--- config.mk ---
export PLATFORM = sky130hd
export DESIGN_NAME = serial_dac_front
export DESIGN_NICKNAME = d
export VERILOG_FILES = /design/src/rtl/sdf_pkg.sv /design/src/rtl/sdf_sync.sv /design/src/rtl/sdf_shifter.sv /design/src/rtl/sdf_regs.sv /design/src/rtl/serial_dac_front.sv
export SDC_FILE = /design/constraint.sdc
export NUM_CORES = 1
export LEC_CHECK = 0
export ABC_CLOCK_PERIOD_IN_PS = 2200
export CAP_MARGIN = 10
export CELL_PAD_IN_SITES_DETAIL_PLACEMENT = 0
export CELL_PAD_IN_SITES_GLOBAL_PLACEMENT = 1
export CORE_UTILIZATION = 45
export DETAILED_ROUTE_END_ITERATION = 12
export PLACE_DENSITY_LB_ADDON = 0.08
export SETUP_SLACK_MARGIN = 0.4
export SLEW_MARGIN = 15
export SYNTH_ARGS = -nofsm -noshare
export SYNTH_HDL_FRONTEND = slang
export SYNTH_SLANG_ARGS = --single-unit
--- constraint.sdc ---
create_clock -name clk -period 2.2 [get_ports clk]
set_clock_uncertainty 0.15 [all_clocks]
set_input_delay 0.33 -clock clk [delete_from_list [all_inputs] [get_ports clk]]
set_output_delay 0.33 -clock clk [all_outputs]
set_load 0.005 [all_outputs]
--- src/rtl/sdf_pkg.sv ---
package sdf_pkg;

  typedef struct packed {
    logic sclk;
    logic sdi;
    logic cs_n;
    logic load_n;
    logic hwrst_n;
    logic pd;
  } pins_t;

  localparam int PINS_W = $bits(pins_t);

  localparam pins_t PINS_IDLE = '{
    sclk:    1'b0,
    sdi:     1'b0,
    cs_n:    1'b1,
    load_n:  1'b1,
    hwrst_n: 1'b1,
    pd:      1'b0
  };

  typedef enum logic {
    SDO_CHAIN    = 1'b0,
    SDO_READBACK = 1'b1
  } sdo_src_e;

endpackage

--- src/rtl/sdf_sync.sv ---
module sdf_sync #(
  parameter int              WIDTH  = 6,
  parameter int              STAGES = 2,
  parameter logic [WIDTH-1:0] IDLE  = '0
) (
  input  logic             clk,
  input  logic             rst,
  input  logic [WIDTH-1:0] d,
  output logic [WIDTH-1:0] q
);

  logic [STAGES-1:0][WIDTH-1:0] chain;

  generate
    if (STAGES == 1) begin : g_single
      always_ff @(posedge clk) begin
        if (rst) chain[0] <= IDLE;
        else     chain[0] <= d;
      end
    end else begin : g_multi
      always_ff @(posedge clk) begin
        if (rst) chain <= {STAGES{IDLE}};
        else     chain <= {chain[STAGES-2:0], d};
      end
    end
  endgenerate

  assign q = chain[STAGES-1];

endmodule

--- src/rtl/sdf_shifter.sv ---
module sdf_shifter #(
  parameter int W = 18
) (
  input  logic         clk,
  input  logic         clr,
  input  logic         cs_low,
  input  logic         cs_fall,
  input  logic         sclk_rise,
  input  logic         sclk_fall,
  input  logic         sdi,
  input  logic         readback,
  input  logic [W-1:0] in_reg,
  output logic [W-1:0] word,
  output logic         frame_full,
  output logic [$clog2(W+1)-1:0] bit_cnt,
  output logic         sdo,
  output logic         sdo_en
);

  localparam int CW = $clog2(W + 1);
  localparam logic [CW-1:0] CNT_MAX = CW'(W);

  logic [W-1:0]  shreg;
  logic [W-1:0]  rb;
  logic [CW-1:0] cnt;
  logic          live;

  always_ff @(posedge clk) begin
    if (clr) begin
      shreg  <= '0;
      rb     <= '0;
      cnt    <= '0;
      live   <= 1'b0;
      sdo    <= 1'b0;
      sdo_en <= 1'b0;
    end else begin
      sdo_en <= cs_low;
      if (cs_fall) begin
        live <= 1'b1;
        cnt  <= '0;
        rb   <= in_reg;
        sdo  <= readback ? in_reg[W-1] : shreg[W-1];
      end else if (cs_low && live) begin
        if (sclk_rise) begin
          shreg <= {shreg[W-2:0], sdi};
          rb    <= {rb[W-2:0], 1'b0};
          if (cnt != CNT_MAX) cnt <= cnt + 1'b1;
        end
        if (sclk_fall) begin
          sdo <= readback ? rb[W-1] : shreg[W-1];
        end
      end
    end
  end

  assign word       = shreg;
  assign frame_full = live && (cnt == CNT_MAX);
  assign bit_cnt    = cnt;

endmodule

--- src/rtl/sdf_regs.sv ---
module sdf_regs #(
  parameter int W = 18
) (
  input  logic         clk,
  input  logic         clr,
  input  logic         rst_mid,
  input  logic         fmt_binary,
  input  logic         take,
  input  logic         load_en,
  input  logic [W-1:0] word,
  output logic [W-1:0] in_reg,
  output logic [W-1:0] latch
);

  localparam logic [W-1:0] MID  = {1'b1, {(W-1){1'b0}}};
  localparam logic [W-1:0] ZERO = '0;

  logic [W-1:0] rst_code;
  logic [W-1:0] coded;

  assign rst_code = rst_mid ? MID : ZERO;
  assign coded    = fmt_binary ? word : (word ^ MID);

  always_ff @(posedge clk) begin
    if (clr) begin
      in_reg <= rst_code;
      latch  <= rst_code;
    end else begin
      if (take)    in_reg <= coded;
      if (load_en) latch  <= in_reg;
    end
  end

endmodule

--- src/rtl/serial_dac_front.sv ---
module serial_dac_front #(
  parameter int DATA_W      = 18,
  parameter int SYNC_STAGES = 2
) (
  input  logic              clk,
  input  logic              rst,
  input  logic              sclk,
  input  logic              cs_n,
  input  logic              sdi,
  input  logic              load_n,
  input  logic              hw_rst_n,
  input  logic              pd_req,
  input  logic              rst_mid,
  input  logic              fmt_binary,
  input  logic              sdo_readback,
  output logic              sdo,
  output logic              sdo_en,
  output logic [DATA_W-1:0] dac_code,
  output logic              pd_flag
);
  import sdf_pkg::*;

  localparam int CW = $clog2(DATA_W + 1);

  pins_t raw_pins;
  pins_t s_pins;
  pins_t prev_pins;

  assign raw_pins = '{sclk: sclk, sdi: sdi, cs_n: cs_n, load_n: load_n,
                      hwrst_n: hw_rst_n, pd: pd_req};

  sdf_sync #(
    .WIDTH (PINS_W),
    .STAGES(SYNC_STAGES),
    .IDLE  (PINS_IDLE)
  ) u_sync (
    .clk(clk),
    .rst(rst),
    .d  (raw_pins),
    .q  (s_pins)
  );

  always_ff @(posedge clk) begin
    if (rst) prev_pins <= PINS_IDLE;
    else     prev_pins <= s_pins;
  end

  logic clr;
  logic s_cs_n;
  logic s_load_n;
  logic sclk_rise, sclk_fall, cs_fall, cs_rise;

  assign clr       = rst || !s_pins.hwrst_n;
  assign s_cs_n    = s_pins.cs_n;
  assign s_load_n  = s_pins.load_n;
  assign sclk_rise =  s_pins.sclk && !prev_pins.sclk;
  assign sclk_fall = !s_pins.sclk &&  prev_pins.sclk;
  assign cs_fall   = !s_pins.cs_n &&  prev_pins.cs_n;
  assign cs_rise   =  s_pins.cs_n && !prev_pins.cs_n;

  sdo_src_e          sdo_src;
  logic [DATA_W-1:0] word;
  logic [DATA_W-1:0] in_reg;
  logic [DATA_W-1:0] latch;
  logic              frame_full;
  logic [CW-1:0]     bit_cnt;

  assign sdo_src = sdo_readback ? SDO_READBACK : SDO_CHAIN;

  sdf_shifter #(.W(DATA_W)) u_shift (
    .clk       (clk),
    .clr       (clr),
    .cs_low    (!s_cs_n),
    .cs_fall   (cs_fall),
    .sclk_rise (sclk_rise),
    .sclk_fall (sclk_fall),
    .sdi       (s_pins.sdi),
    .readback  (sdo_src == SDO_READBACK),
    .in_reg    (in_reg),
    .word      (word),
    .frame_full(frame_full),
    .bit_cnt   (bit_cnt),
    .sdo       (sdo),
    .sdo_en    (sdo_en)
  );

  sdf_regs #(.W(DATA_W)) u_regs (
    .clk       (clk),
    .clr       (clr),
    .rst_mid   (rst_mid),
    .fmt_binary(fmt_binary),
    .take      (cs_rise && frame_full),
    .load_en   (!s_load_n),
    .word      (word),
    .in_reg    (in_reg),
    .latch     (latch)
  );

  assign dac_code = latch;

  always_ff @(posedge clk) begin
    if (rst) pd_flag <= 1'b0;
    else     pd_flag <= s_pins.pd;
  end

endmodule

==> impl_metrics.toml <==
[run_status]
status = "completed"

[sta]
tightestPinTransition_ns = 0.349
setup_tns_ns = 0
finalHoldViolations = 0
finalSetupViolCount = 0
slew_headroom = 0.766
rsz0062_at_grt = "no"
fin_crit_ns = 1.70
timing.hold.ws_ns = 0.267
period_share = 0.772
final_max_slew_viol_count = 0
max_clock_freq_mhz = 589

[power_and_ir_drop]
p_comb_frac = 0.067
p_leak_nw = 1.50
p_per_area_nw_per_um2 = 767
p_int_mw = 2.53
p_seq_frac = 0.592
swShare = 0.223
vdd_drop_max_v = 0.000416
pwr-share-clk = 0.342
p_switching_mw = 0.725

[floorplan]
initial_utilization = 0.465
rows = 32
die_area_um2 = 8340
die_w_um = 91.3
core_um2 = 7730
pin_count = 32
die_y_um = 91.3

[critical_path]
crit_fanout = 1
crit_chain = "clkdlybuf4s50_1"
cp.required_ns = 1.72
r2r_end = "u_regs.in_reg[5]"
path_buf_inv = 1
cpPeakStageDelay_ns = 0.52
worst-r2r-setup-slack_ns = 0.52
worst_setup_path_start_kind = "flop"
r2r-start = "u_shift.bit_cnt[0]"
r2r_cells = 5
critPathKind = "reg2out"
cp_slowest_cell = "clkdlybuf4s50_1"
path_delay_family = "buffers and inverters"
cp_num_cells = 1
worst-endpoint-arrival_ns = 1.22
critPathCaptureType = "output pin"

[clocking]
ctsHoldBuffers = 0
post_cts_buffers = 0
clock_path_buffers = 2
root_buffer = "clkbuf_8"
path_clk_slew_ns = 0.10
cts_tree = "built"
cts_max_level = 3
clkSinkCount = 95
cts_buffers = 9
cts_resized = 0
insertion_delay_ns = 0.35

[synth]
synth.distinct_cells = 36
synth_warnings = 0
yosys_register_bits = 95
synthCells = 319
synth_top_cell_area_share = 0.329
synth_fp_nets = 332
ys_seq_area_frac = 0.630
synth_top_area_cell = "dfxtp_1"
synth_area_per_cell_um2 = 11.3
syn_area_um2 = 3590
synth.top_cells.by_area = "dfxtp_1 33%, edfxtp_1 30%, and2_1 5.9%"

[place]
dpl_cell_area_um2 = 4040
gp_congestion = 0.725
place_inst = 445
port_buffers = 31
dpl.hpwl_um = 3770

[grt]
grt_pass1_wl_um = 9690
grt_use_total = 0.151
grt_max_degree = 38
globalRouteOverflowTotal = 0
first_global_vias = 2055
antenna_found_initial = 0

[cells_and_area]
layout_common_cells = "58 x dfxtp_1, 49 x nand2_1, 36 x edfxtp_1"
finalNonFillerCells = 461
fin_util = 0.549
layout.nets = 367
area_delta_synth_final_pct = 18.2
drive_gt1_frac = 0.117
final_common_cell = "dfxtp_1"
n_antenna_cell = 0
final_cell_area_um2 = 4240

[route]
wl_per_cell_um = 12.2
vias_per_cell = 4.78
drt_first_iter_violations = 66
drtPass1Iterations = 4
via_count = 2205
drc = 0
wl_um = 5620
ant_nets = 0

[min_path]
hold_class = "reg2reg"
holdPathStages = 1
holdPathEnd = "u_sync.q[2]"
hold_path_startpoint = "u_sync.chain[2]"

[run]
cap_violations = 0
==> cells by family after synthesis <==
family          count (synthesis)  share of synthesized area
fa+ha+maj                       2                    0.00697
simple gates                  138                      0.200
buf+inv                        19                     0.0293
flops                          95                      0.630
mux                            16                     0.0446
xor+xnor                        4                    0.00976
compound gates                 45                     0.0791
==> cells in the mapped netlist, drive strengths merged <==
cell type,count
nand4,2
a41o,1
nand2,50
a211oi,16
a31oi,2
a311oi,1
a21oi,20
xor2,3
or2,7
inv,3
clkbuf,6
nand3b,1
nor2b,10
ha,2
nor4bb,1
nor2,27
and2,34
nand2b,2
nand4bb,1
nand3,1
xnor2,1
buf,10
and4bb,2
o21ai,4
dfxtp,59
a31o,1
edfxtp,36
mux2i,16
==> area by class of cell <==
cell class	instances	area [um2]
fill	693	3480
sequential	95	2260
multi-input combinational	205	1230
timing repair buffer	40	415
clock buffer	11	163
tap	102	128
clock inverter	5	37.5
inverter	3	11.3
==> per-layer routing <==
metal	share of wire	wire length, um	global-route usage
met1	0.52	2900	0.218
met2	0.43	2440	0.213
met3	0.033	188	0.0377
met4	0.016	91	0.0675
met5	0	0	0
==> worst max-delay path by stage <==
stage	startpoint	end
5_1_grt	u_shift.live	u_shift.rb[11]
3_3_place_gp	rst	u_regs.latch[9]
3_5_place_dp	rst	u_regs.latch[9]
2_1_floorplan	u_shift.bit_cnt[0]	u_regs.in_reg[0]
6_report	u_regs.latch[0]	dac_code[0]
4_1_cts	u_regs.latch[0]	dac_code[0]
==> metrics by stage <==
step                      worst slack [ns]  power, mW
after floorplan                      0.402       2.07
after global placement               0.324       2.19
after detailed placement             0.309       2.19
after CTS                            0.452       3.29
after global routing                 0.425       3.38
final                                0.502       3.26
==> power by group through the flow <==
stage	clock network, mW	logic (mW)	registers (mW)
CTS	1.14	0.221	1.93
floorplan	0	0.109	1.96
global placement	0	0.219	1.97
global route	1.21	0.242	1.94
detailed placement	0	0.220	1.97
finish	1.11	0.217	1.93
Note: power is estimated with default switching activity, not from simulation.
